File: src/rtl/rxf_pkg.sv
package rxf_pkg;
    localparam int CHAR_W = 8;
    localparam int ERR_W  = 3;

    typedef struct packed {
        logic [ERR_W-1:0]  err;
        logic [CHAR_W-1:0] data;
    } rx_ent_t;

    typedef enum logic [1:0] {
        FLOW_IDLE = 2'd0,
        FLOW_GO   = 2'd1,
        FLOW_HOLD = 2'd2
    } flow_st_t;

    function automatic int trig_of(input logic [1:0] sel);
        unique case (sel)
            2'd0: return 8;
            2'd1: return 16;
            2'd2: return 24;
            default: return 28;
        endcase
    endfunction

    function automatic int upper_of(input int trig, input int hyst, input int depth);
        return (trig + hyst > depth) ? depth : trig + hyst;
    endfunction

    function automatic int lower_of(input int trig, input int hyst);
        return (trig > hyst) ? trig - hyst : 0;
    endfunction
endpackage

File: src/rtl/rxf_store.sv
module rxf_store
    import rxf_pkg::*;
#(
    parameter int DEPTH = 32,
    parameter int CW    = $clog2(DEPTH + 1)
) (
    input  logic          clk,
    input  logic          rst_n,
    input  logic          flush,
    input  logic [CW-1:0] limit,
    input  logic          push,
    input  rx_ent_t       push_ent,
    input  logic          pop,
    output rx_ent_t       head,
    output logic [CW-1:0] level,
    output logic          dropped
);
    localparam int AW = (DEPTH > 1) ? $clog2(DEPTH) : 1;

    rx_ent_t       mem [DEPTH];
    logic [AW-1:0] wp, rp;
    logic          do_pop, do_push, room;

    assign do_pop  = pop && (level != '0);
    assign room    = (level < limit) || do_pop;
    assign do_push = push && room;
    assign dropped = push && !room && !flush;
    assign head    = mem[rp];

    function automatic logic [AW-1:0] bump(input logic [AW-1:0] p);
        return (p == AW'(DEPTH - 1)) ? '0 : p + AW'(1);
    endfunction

    always_ff @(posedge clk) begin
        if (!flush && do_push) begin
            mem[wp] <= push_ent;
        end
    end

    always_ff @(posedge clk or negedge rst_n) begin
        if (!rst_n) begin
            wp    <= '0;
            rp    <= '0;
            level <= '0;
        end else if (flush) begin
            wp    <= '0;
            rp    <= '0;
            level <= '0;
        end else begin
            if (do_push) wp <= bump(wp);
            if (do_pop)  rp <= bump(rp);
            level <= level + CW'(do_push) - CW'(do_pop);
        end
    end
endmodule

File: src/rtl/rxf_flow.sv
module rxf_flow
    import rxf_pkg::*;
#(
    parameter int CW = 6
) (
    input  logic          clk,
    input  logic          rst_n,
    input  logic          auto_on,
    input  logic          rts_ctrl,
    input  logic [CW-1:0] level,
    input  logic [CW-1:0] upper,
    input  logic [CW-1:0] lower,
    output logic          rts_n
);
    flow_st_t st, nxt;

    always_ff @(posedge clk or negedge rst_n) begin
        if (!rst_n) st <= FLOW_IDLE;
        else        st <= nxt;
    end

    always_comb begin
        nxt = st;
        unique case (st)
            FLOW_IDLE: begin
                if (auto_on) nxt = (level > upper) ? FLOW_HOLD : FLOW_GO;
            end
            FLOW_GO: begin
                if (!auto_on)          nxt = FLOW_IDLE;
                else if (level > upper) nxt = FLOW_HOLD;
            end
            FLOW_HOLD: begin
                if (!auto_on)          nxt = FLOW_IDLE;
                else if (level < lower) nxt = FLOW_GO;
            end
            default: nxt = FLOW_IDLE;
        endcase
    end

    always_comb begin
        unique case (st)
            FLOW_GO:   rts_n = 1'b0;
            FLOW_HOLD: rts_n = 1'b1;
            default:   rts_n = !rts_ctrl;
        endcase
    end
endmodule

File: src/rtl/rxf_status.sv
module rxf_status #(
    parameter int CW = 6
) (
    input  logic          clk,
    input  logic          rst_n,
    input  logic          fifo_en,
    input  logic          rx_int_en,
    input  logic          dropped,
    input  logic          stat_rd,
    input  logic [CW-1:0] level,
    input  logic [CW-1:0] trig,
    output logic          overrun,
    output logic          data_ready,
    output logic          rx_int
);
    always_ff @(posedge clk or negedge rst_n) begin
        if (!rst_n)       overrun <= 1'b0;
        else if (dropped) overrun <= 1'b1;
        else if (stat_rd) overrun <= 1'b0;
    end

    assign data_ready = (level != '0);
    assign rx_int     = rx_int_en && (fifo_en ? (level >= trig) : data_ready);
endmodule

File: src/rtl/rx_fifo_rts.sv
module rx_fifo_rts
    import rxf_pkg::*;
#(
    parameter int DEPTH = 32,
    parameter int HYST  = 8,
    localparam int CW   = $clog2(DEPTH + 1)
) (
    input  logic              clk,
    input  logic              rst_n,
    input  logic              fifo_en,
    input  logic              rx_int_en,
    input  logic              auto_rts_en,
    input  logic              rts_ctrl,
    input  logic [1:0]        trig_sel,
    input  logic              wr_valid,
    input  logic [CHAR_W-1:0] wr_data,
    input  logic [ERR_W-1:0]  wr_err,
    input  logic              rd_req,
    input  logic              stat_rd,
    output logic [CHAR_W-1:0] rd_data,
    output logic [ERR_W-1:0]  rd_err,
    output logic [CW-1:0]     fill_level,
    output logic              data_ready,
    output logic              overrun,
    output logic              rx_int,
    output logic              rts_n
);
    logic          fifo_en_q, flush, dropped, auto_on;
    logic [CW-1:0] limit, trig, upper, lower;
    rx_ent_t       head, in_ent;

    always_ff @(posedge clk or negedge rst_n) begin
        if (!rst_n) fifo_en_q <= 1'b0;
        else        fifo_en_q <= fifo_en;
    end

    assign flush   = fifo_en_q && !fifo_en;
    assign limit   = fifo_en ? CW'(DEPTH) : CW'(1);
    assign trig    = CW'(trig_of(trig_sel));
    assign upper   = CW'(upper_of(trig_of(trig_sel), HYST, DEPTH));
    assign lower   = CW'(lower_of(trig_of(trig_sel), HYST));
    assign auto_on = auto_rts_en && rts_ctrl && fifo_en;
    assign in_ent  = '{err: wr_err, data: wr_data};
    assign rd_data = head.data;
    assign rd_err  = head.err;

    rxf_store #(.DEPTH(DEPTH), .CW(CW)) u_store (
        .clk(clk), .rst_n(rst_n), .flush(flush), .limit(limit),
        .push(wr_valid), .push_ent(in_ent), .pop(rd_req),
        .head(head), .level(fill_level), .dropped(dropped)
    );

    rxf_status #(.CW(CW)) u_status (
        .clk(clk), .rst_n(rst_n), .fifo_en(fifo_en), .rx_int_en(rx_int_en),
        .dropped(dropped), .stat_rd(stat_rd), .level(fill_level), .trig(trig),
        .overrun(overrun), .data_ready(data_ready), .rx_int(rx_int)
    );

    rxf_flow #(.CW(CW)) u_flow (
        .clk(clk), .rst_n(rst_n), .auto_on(auto_on), .rts_ctrl(rts_ctrl),
        .level(fill_level), .upper(upper), .lower(lower), .rts_n(rts_n)
    );
endmodule

File: config.mk
export PLATFORM = sky130hd
export DESIGN_NAME = rx_fifo_rts
export DESIGN_NICKNAME = d
export VERILOG_FILES = /design/src/rtl/rxf_pkg.sv /design/src/rtl/rxf_store.sv /design/src/rtl/rxf_flow.sv /design/src/rtl/rxf_status.sv /design/src/rtl/rx_fifo_rts.sv
export SDC_FILE = /design/constraint.sdc
export NUM_CORES = 1
export LEC_CHECK = 0
export ABC_CLOCK_PERIOD_IN_PS = 3300
export BUFFER_PORTS_ARGS = -buffer_cell sky130_fd_sc_hd__buf_2
export CAP_MARGIN = 40
export CORE_MARGIN = 1.5
export CORE_UTILIZATION = 50
export DETAILED_ROUTE_END_ITERATION = 8
export PLACE_DENSITY = 0.66
export SYNTH_ARGS = -nofsm -noshare
export SYNTH_HDL_FRONTEND = slang
export SYNTH_SLANG_ARGS = --single-unit
File: constraint.sdc
create_clock -name clk -period 3.3 [get_ports clk]
set_input_delay 0.66 -clock clk [delete_from_list [all_inputs] [get_ports clk]]
set_output_delay 0.66 -clock clk [all_outputs]
set_load 0.01 [all_outputs]
After elaboration in Yosys (flattened, before gate mapping). Memory sizes are Yosys's and may differ from the RTL's. Cells that the tools add are included.

RAM bits: 352. Output and inout port bits: 21. Bits in registers: 20. Input port bits: 22. Word-level logic and storage cells: 73. Memories: 1.

Memories: u_store.mem (words 32, bits a word 11, rd ports 1, clocked after memory_dff 0, wr ports 1, RTL line rxf_store.sv:20) `rx_ent_t mem [DEPTH];`.

Multiplexer cells: 24. Magnitude comparators: 6. Add/sub/neg operators: 6. Reductions and logical operators: 21. Eq/ne operators: 9.

Operator list (count): $gt A32 B5 Y1 const B (1); $gt A32 B7 Y1 const B (1); $mux W5 (6); $mux W6 (4); $pmux W5 S3 (1); $lt A6 B6 Y1 (2); $mux W2 (6); $add A5 B1 Y5 const B (2); $eq A5 B5 Y1 const B (2); $logic_and A1 B1 Y1 (9); $add A5 B4 Y6 const B (1); $add A6 B1 Y6 (1); $ge A6 B5 Y1 (1); $gt A6 B6 Y1 (1); $ne A3 B3 Y1 const B (2); $pmux W2 S3 (1); $reduce_bool A2 Y1 (3); $reduce_bool A6 Y1 (1); $sub A5 B4 Y6 const B (1); $sub A6 B1 Y6 (1); $mux W1 (5); $eq A2 B1 Y1 const B (2); $eq A2 B2 Y1 const B (2); $logic_not A1 Y1 (4); 5 further kinds (6).

Logic depth before layout (Yosys ltp).
Depth in word-level cells: 9. Depth in mapped cells: 15.

Cells and area by module. Synthesis repeated with hierarchy kept, for this count alone.

Cell total of the unflattened synthesis: 776. Area total of the unflattened synthesis: 15456.1 um^2.

By module, submodules not included: rxf_store (cells each 678, seq. area each 10970.5 um^2, times used 1, area an instance 14680.3 um^2); rxf_flow (cells each 59, seq. area each 50.0 um^2, times used 1, area an instance 478.0 um^2); rxf_status (cells each 27, seq. area each 25.0 um^2, times used 1, area an instance 216.5 um^2); rx_fifo_rts (cells each 12, seq. area each 25.0 um^2, times used 1, area an instance 81.3 um^2).

Least setup slack after synthesis. No wires, ideal clock.

Path kind: flip-flop to flip-flop. Start point: reg u_store.level[2]. End point: reg u_store.level[5]. Required time: 3175 ps. Arrival: 2896 ps. Slack: 279 ps. Stages on the path, launching flop included: 15. Clock period less this slack: 3021 ps. Cells stage by stage: dfrtp_1 inv_1 ha_1 nand4bb_1 nand2_1 buf_1 inv_1 ha_1 inv_1 ha_1 a21o_1 a21oi_1 o21bai_1 mux2i_1 a2111oi_0.

Cells in the longest elaborated chain, start to end: 7. Elaborated cells on any way between the ends: 8. Classes of those cells: add/sub (2); order compare (1); mux (1); reduce/logical (4).

RTL lines: start, declared (RTL line rxf_store.sv:15) `output logic [CW-1:0] level,`; start signal, assigned (RTL line rxf_store.sv:52) `level <= level + CW'(do_push) - CW'(do_pop);`; $reduce_bool A6 Y1 (*); named net data_ready (RTL line rx_fifo_rts.sv:23) `output logic data_ready,`; $logic_and A1 B1 Y1 (*) (RTL line rxf_store.sv:24) `assign do_pop = pop && (level != '0);`; $logic_or A1 B1 Y1 (RTL line rxf_store.sv:25) `assign room = (level < limit) || do_pop;`; $logic_and A1 B1 Y1 (RTL line rxf_store.sv:26) `assign do_push = push && room;`; $add A6 B1 Y6 (RTL line rxf_store.sv:52); $sub A6 B1 Y6 (*) (RTL line rxf_store.sv:52); $mux W6 (*) (RTL line rxf_store.sv:45) `end else if (flush) begin`.

The timed path passes the listed nets; every way through them passes the cells marked *. A chain may end at the register's enable or synchronous reset.

Worst setup path in the final report.
Start point: reg u_store.rp[0]. End point: out rd_data[1].

Cells in the longest elaborated chain, start to end: 1.

RTL lines: start, declared (RTL line rxf_store.sv:21) `logic [AW-1:0] wp, rp;`; start signal, assigned (RTL line rxf_store.sv:51) `if (do_pop) rp <= bump(rp);`; $mem_v2 Z32 W11; end, declared (RTL line rx_fifo_rts.sv:20) `output logic [CHAR_W-1:0] rd_data,`.

Every way passes these cells.

==> flow_summary.toml <==
[die]
fp.dieArea_um2 = 31700
dieWidth_um = 178
coreArea_um2 = 29900
ios = 43
initial_core_util_pct = 51.3
die_h_um = 178
num_rows = 63

[cts]
numCtsBuffers = 38
clk_pin_slew_worst_paths_ps = 60
cts_root_buf = "clkbuf_16"
cts.sinks = 372
h-tree-depth = 2
cts_buffer_depth = 3
cts_tree = "yes"
clk_latency_ps = 520

[drt]
vias_per_cell = 5.71
drt_iter0_drc = 779
post_drt_wl_per_cell_um = 22.8
totalWireLength_mm = 31.6
first_pass_iters = 6
antenna_left = 0
vias = 7925
route.detailed.drc = 0

[synthesis]
syn_area_per_cell_um2 = 17.7
synth.top_cells.by_area = "edfxtp_1 69%, mux2i_1 7.3%, mux4_2 6.5%"
synth_cell_types = 54
yosysSeqAreaShare_pct = 72.3
synth-main-ff-cell = "edfxtp_1"
synth_top_area_cell = "edfxtp_1"
ys_warn_count = 0
ys_ff_latch = 372
async_reset_ff_share_pct = 5.38
yosysMostFrequentCell = "edfxtp_1"
synthTopCellsByCount = "352 x edfxtp_1, 112 x mux2i_1, 47 x nor2_1"
synthDominantCellAreaShare_pct = 69.0
synth-edff-count = 352
syn_nets = 923
syn_inst = 867
synth_area_um2 = 15300

[global_route]
grt_pass1_wl_mm = 48.1
grt-ovfl-total = 0
grt_pass1_vias = 7999
grt_max_degree = 48
grt_usage_pct = 20.9
antenna_found_initial = 0

[timing]
finalCritPeriodShare_pct = 99.6
rsz0062_at_grt = "no"
hold_slack_ps = 94.6
relSlewSlack_pct = 39.7
period_minus_slack_ps = 3290
final_hold_viol_count = 0
fmax_mhz = 304
setup_viol_count_final = 0
finClkSkew_ps = 17.4
tightest_slew_ps = 903
tns_ps = 0
maxSlewViolCount = 0

[pwr]
vdd_drop_max_mv = 0.505
pwr_density_cell_nw_per_um2 = 743
p_leak_nw = 6.09
power_mw = 13.1

[cells_and_area]
nNetsFinal = 1024
seqCellArea_um2 = 11100
fillers = 2215
multiInputGateArea_um2 = 4070
layout-drive-gt1-share_pct = 22.0
antenna_cells = 0
syn_to_final_growth_pct = 15.0

[setup_path]
crit_arrival_ps = 2630
start_kind = "flip-flop"
r2r_cells = 13
path_class = "flip-flop to output pin"
worstPathRequired_ps = 2640
cp-end-kind = "output pin"
critPathMaxFanout = 22

[hold_path]
hold_class = "input pin to async pin"

[placement]
hpwlAfterDp_mm = 19.4
routabilityCongestion = 0.818
portBuffers = 42

[run_status]
run_status = "finished clean"

[job]
cap_violations = 0
## logic make-up (layout without fill, tap and decap cells)
kind of cell,after synthesis,in the layout,share of synthesized area (%)
xor+xnor,3,3,0.172
buf+inv,62,192,1.71
simple gates,135,135,4.22
compound gates,103,103,4.92
fa+ha+maj,34,34,2.83
flops,372,372,72.3
other cells,1,1,0.0245
mux,157,157,13.9
## metrics by stage
stage / setup slack [ps] / area [µm²] / std cells / utilization [%]
finish: 14.8 / 17600 / 1387 / 59.0
floorplan: 279 / 15300 / 867 / -
detailed placement: 157 / 16300 / 1311 / 54.5
global placement: 196 / 16300 / 1310 / 54.5
CTS: 28.1 / 17500 / 1387 / 58.7
global route: 6.70 / 17600 / 1387 / 59.0
## area by class of cell
cell class                      instances  area share [%]
Inverter                               23           0.490
Clock inverter                         19           0.930
Timing Repair Buffer                  100            4.07
Clock buffer                           50            5.82
Multi-Input combinational cell        433            23.1
Tap cell                              390            2.77
Sequential cell                       372            62.8
## placed cells by master, fill, tap and decap left out, types with 3 or more instances in the layout
| cell type | n |
|---|---|
| edfxtp_1 | 352 |
| a31oi_2 | 5 |
| nand2_1 | 28 |
| mux2i_2 | 5 |
| clkbuf_16 | 38 |
| nor2_1 | 47 |
| o221ai_2 | 3 |
| ha_1 | 33 |
| and3_1 | 5 |
| mux2i_1 | 107 |
| clkbuf_8 | 3 |
| clkinv_2 | 4 |
| clkbuf_1 | 9 |
| or3_1 | 5 |
| buf_2 | 43 |
| a31oi_1 | 6 |
| nand2b_1 | 8 |
| dfrtp_1 | 18 |
| buf_12 | 5 |
| buf_4 | 49 |
| o21ai_0 | 6 |
| a21oi_1 | 26 |
| nor3_1 | 12 |
| inv_1 | 23 |
| clkinv_1 | 7 |
| a22o_1 | 32 |
| nand3_1 | 9 |
| and2_1 | 4 |
| buf_6 | 3 |
| nor2b_1 | 6 |
| inv_6 | 3 |
| mux4_2 | 44 |
| o221ai_1 | 8 |
## timing repair
action	in CTS	in global routing
resized for setup	2	16
setup endpoints to repair	11	9
buffers inserted	7	0
hold buffers	0	0
## per-layer routing
metal	GRT usage (%)	part of all wire, %	wire (µm)
met1	31.1	46	14500
met3	3.03	5.4	1690
met5	0	0	0
met2	31.7	45	14300
met4	7.53	3.4	1070
## final timing paths
path | start | slack [ps] | end
worst max-delay path | u_store.rp[0] | 10 | rd_data[1]
worst min-delay path | rst_n | 90 | u_flow.st[1]
worst max register to register | u_store.level[2] | 440 | u_store.level[5]
worst min register to register | u_status.overrun | 530 | u_status.overrun
max in group asynchronous | rst_n | 2820 | u_store.rp[0]
min in group clk | stat_rd | 320 | u_status.overrun
## flip-flops by register name, indices dropped and copies added (netlist names)
register,flops
u_store.mem,352
u_store.rp,5
u_status.overrun,1
fifo_en_q,1
u_store.level,6
u_store.wp,5
u_flow.st,2
## power by group
group          total [mW]  internal, mW  switching [mW]  leakage, nW
Combinational        3.55          1.52            2.03         2.09
Clock                4.07          2.36            1.71        0.576
Sequential           5.47          5.34           0.122         3.42
Total                13.1          9.23            3.86         6.09
## worst max-delay path: stages, from the launching register on
cell      delay [ps]
dfrtp_4          410
buf_4            180
buf_12           220
mux2i_1          260
a22o_1           180
a21oi_1           60
a31oi_1          420
o221ai_1         200
buf_2            180
(Power assumes the default switching activity.)
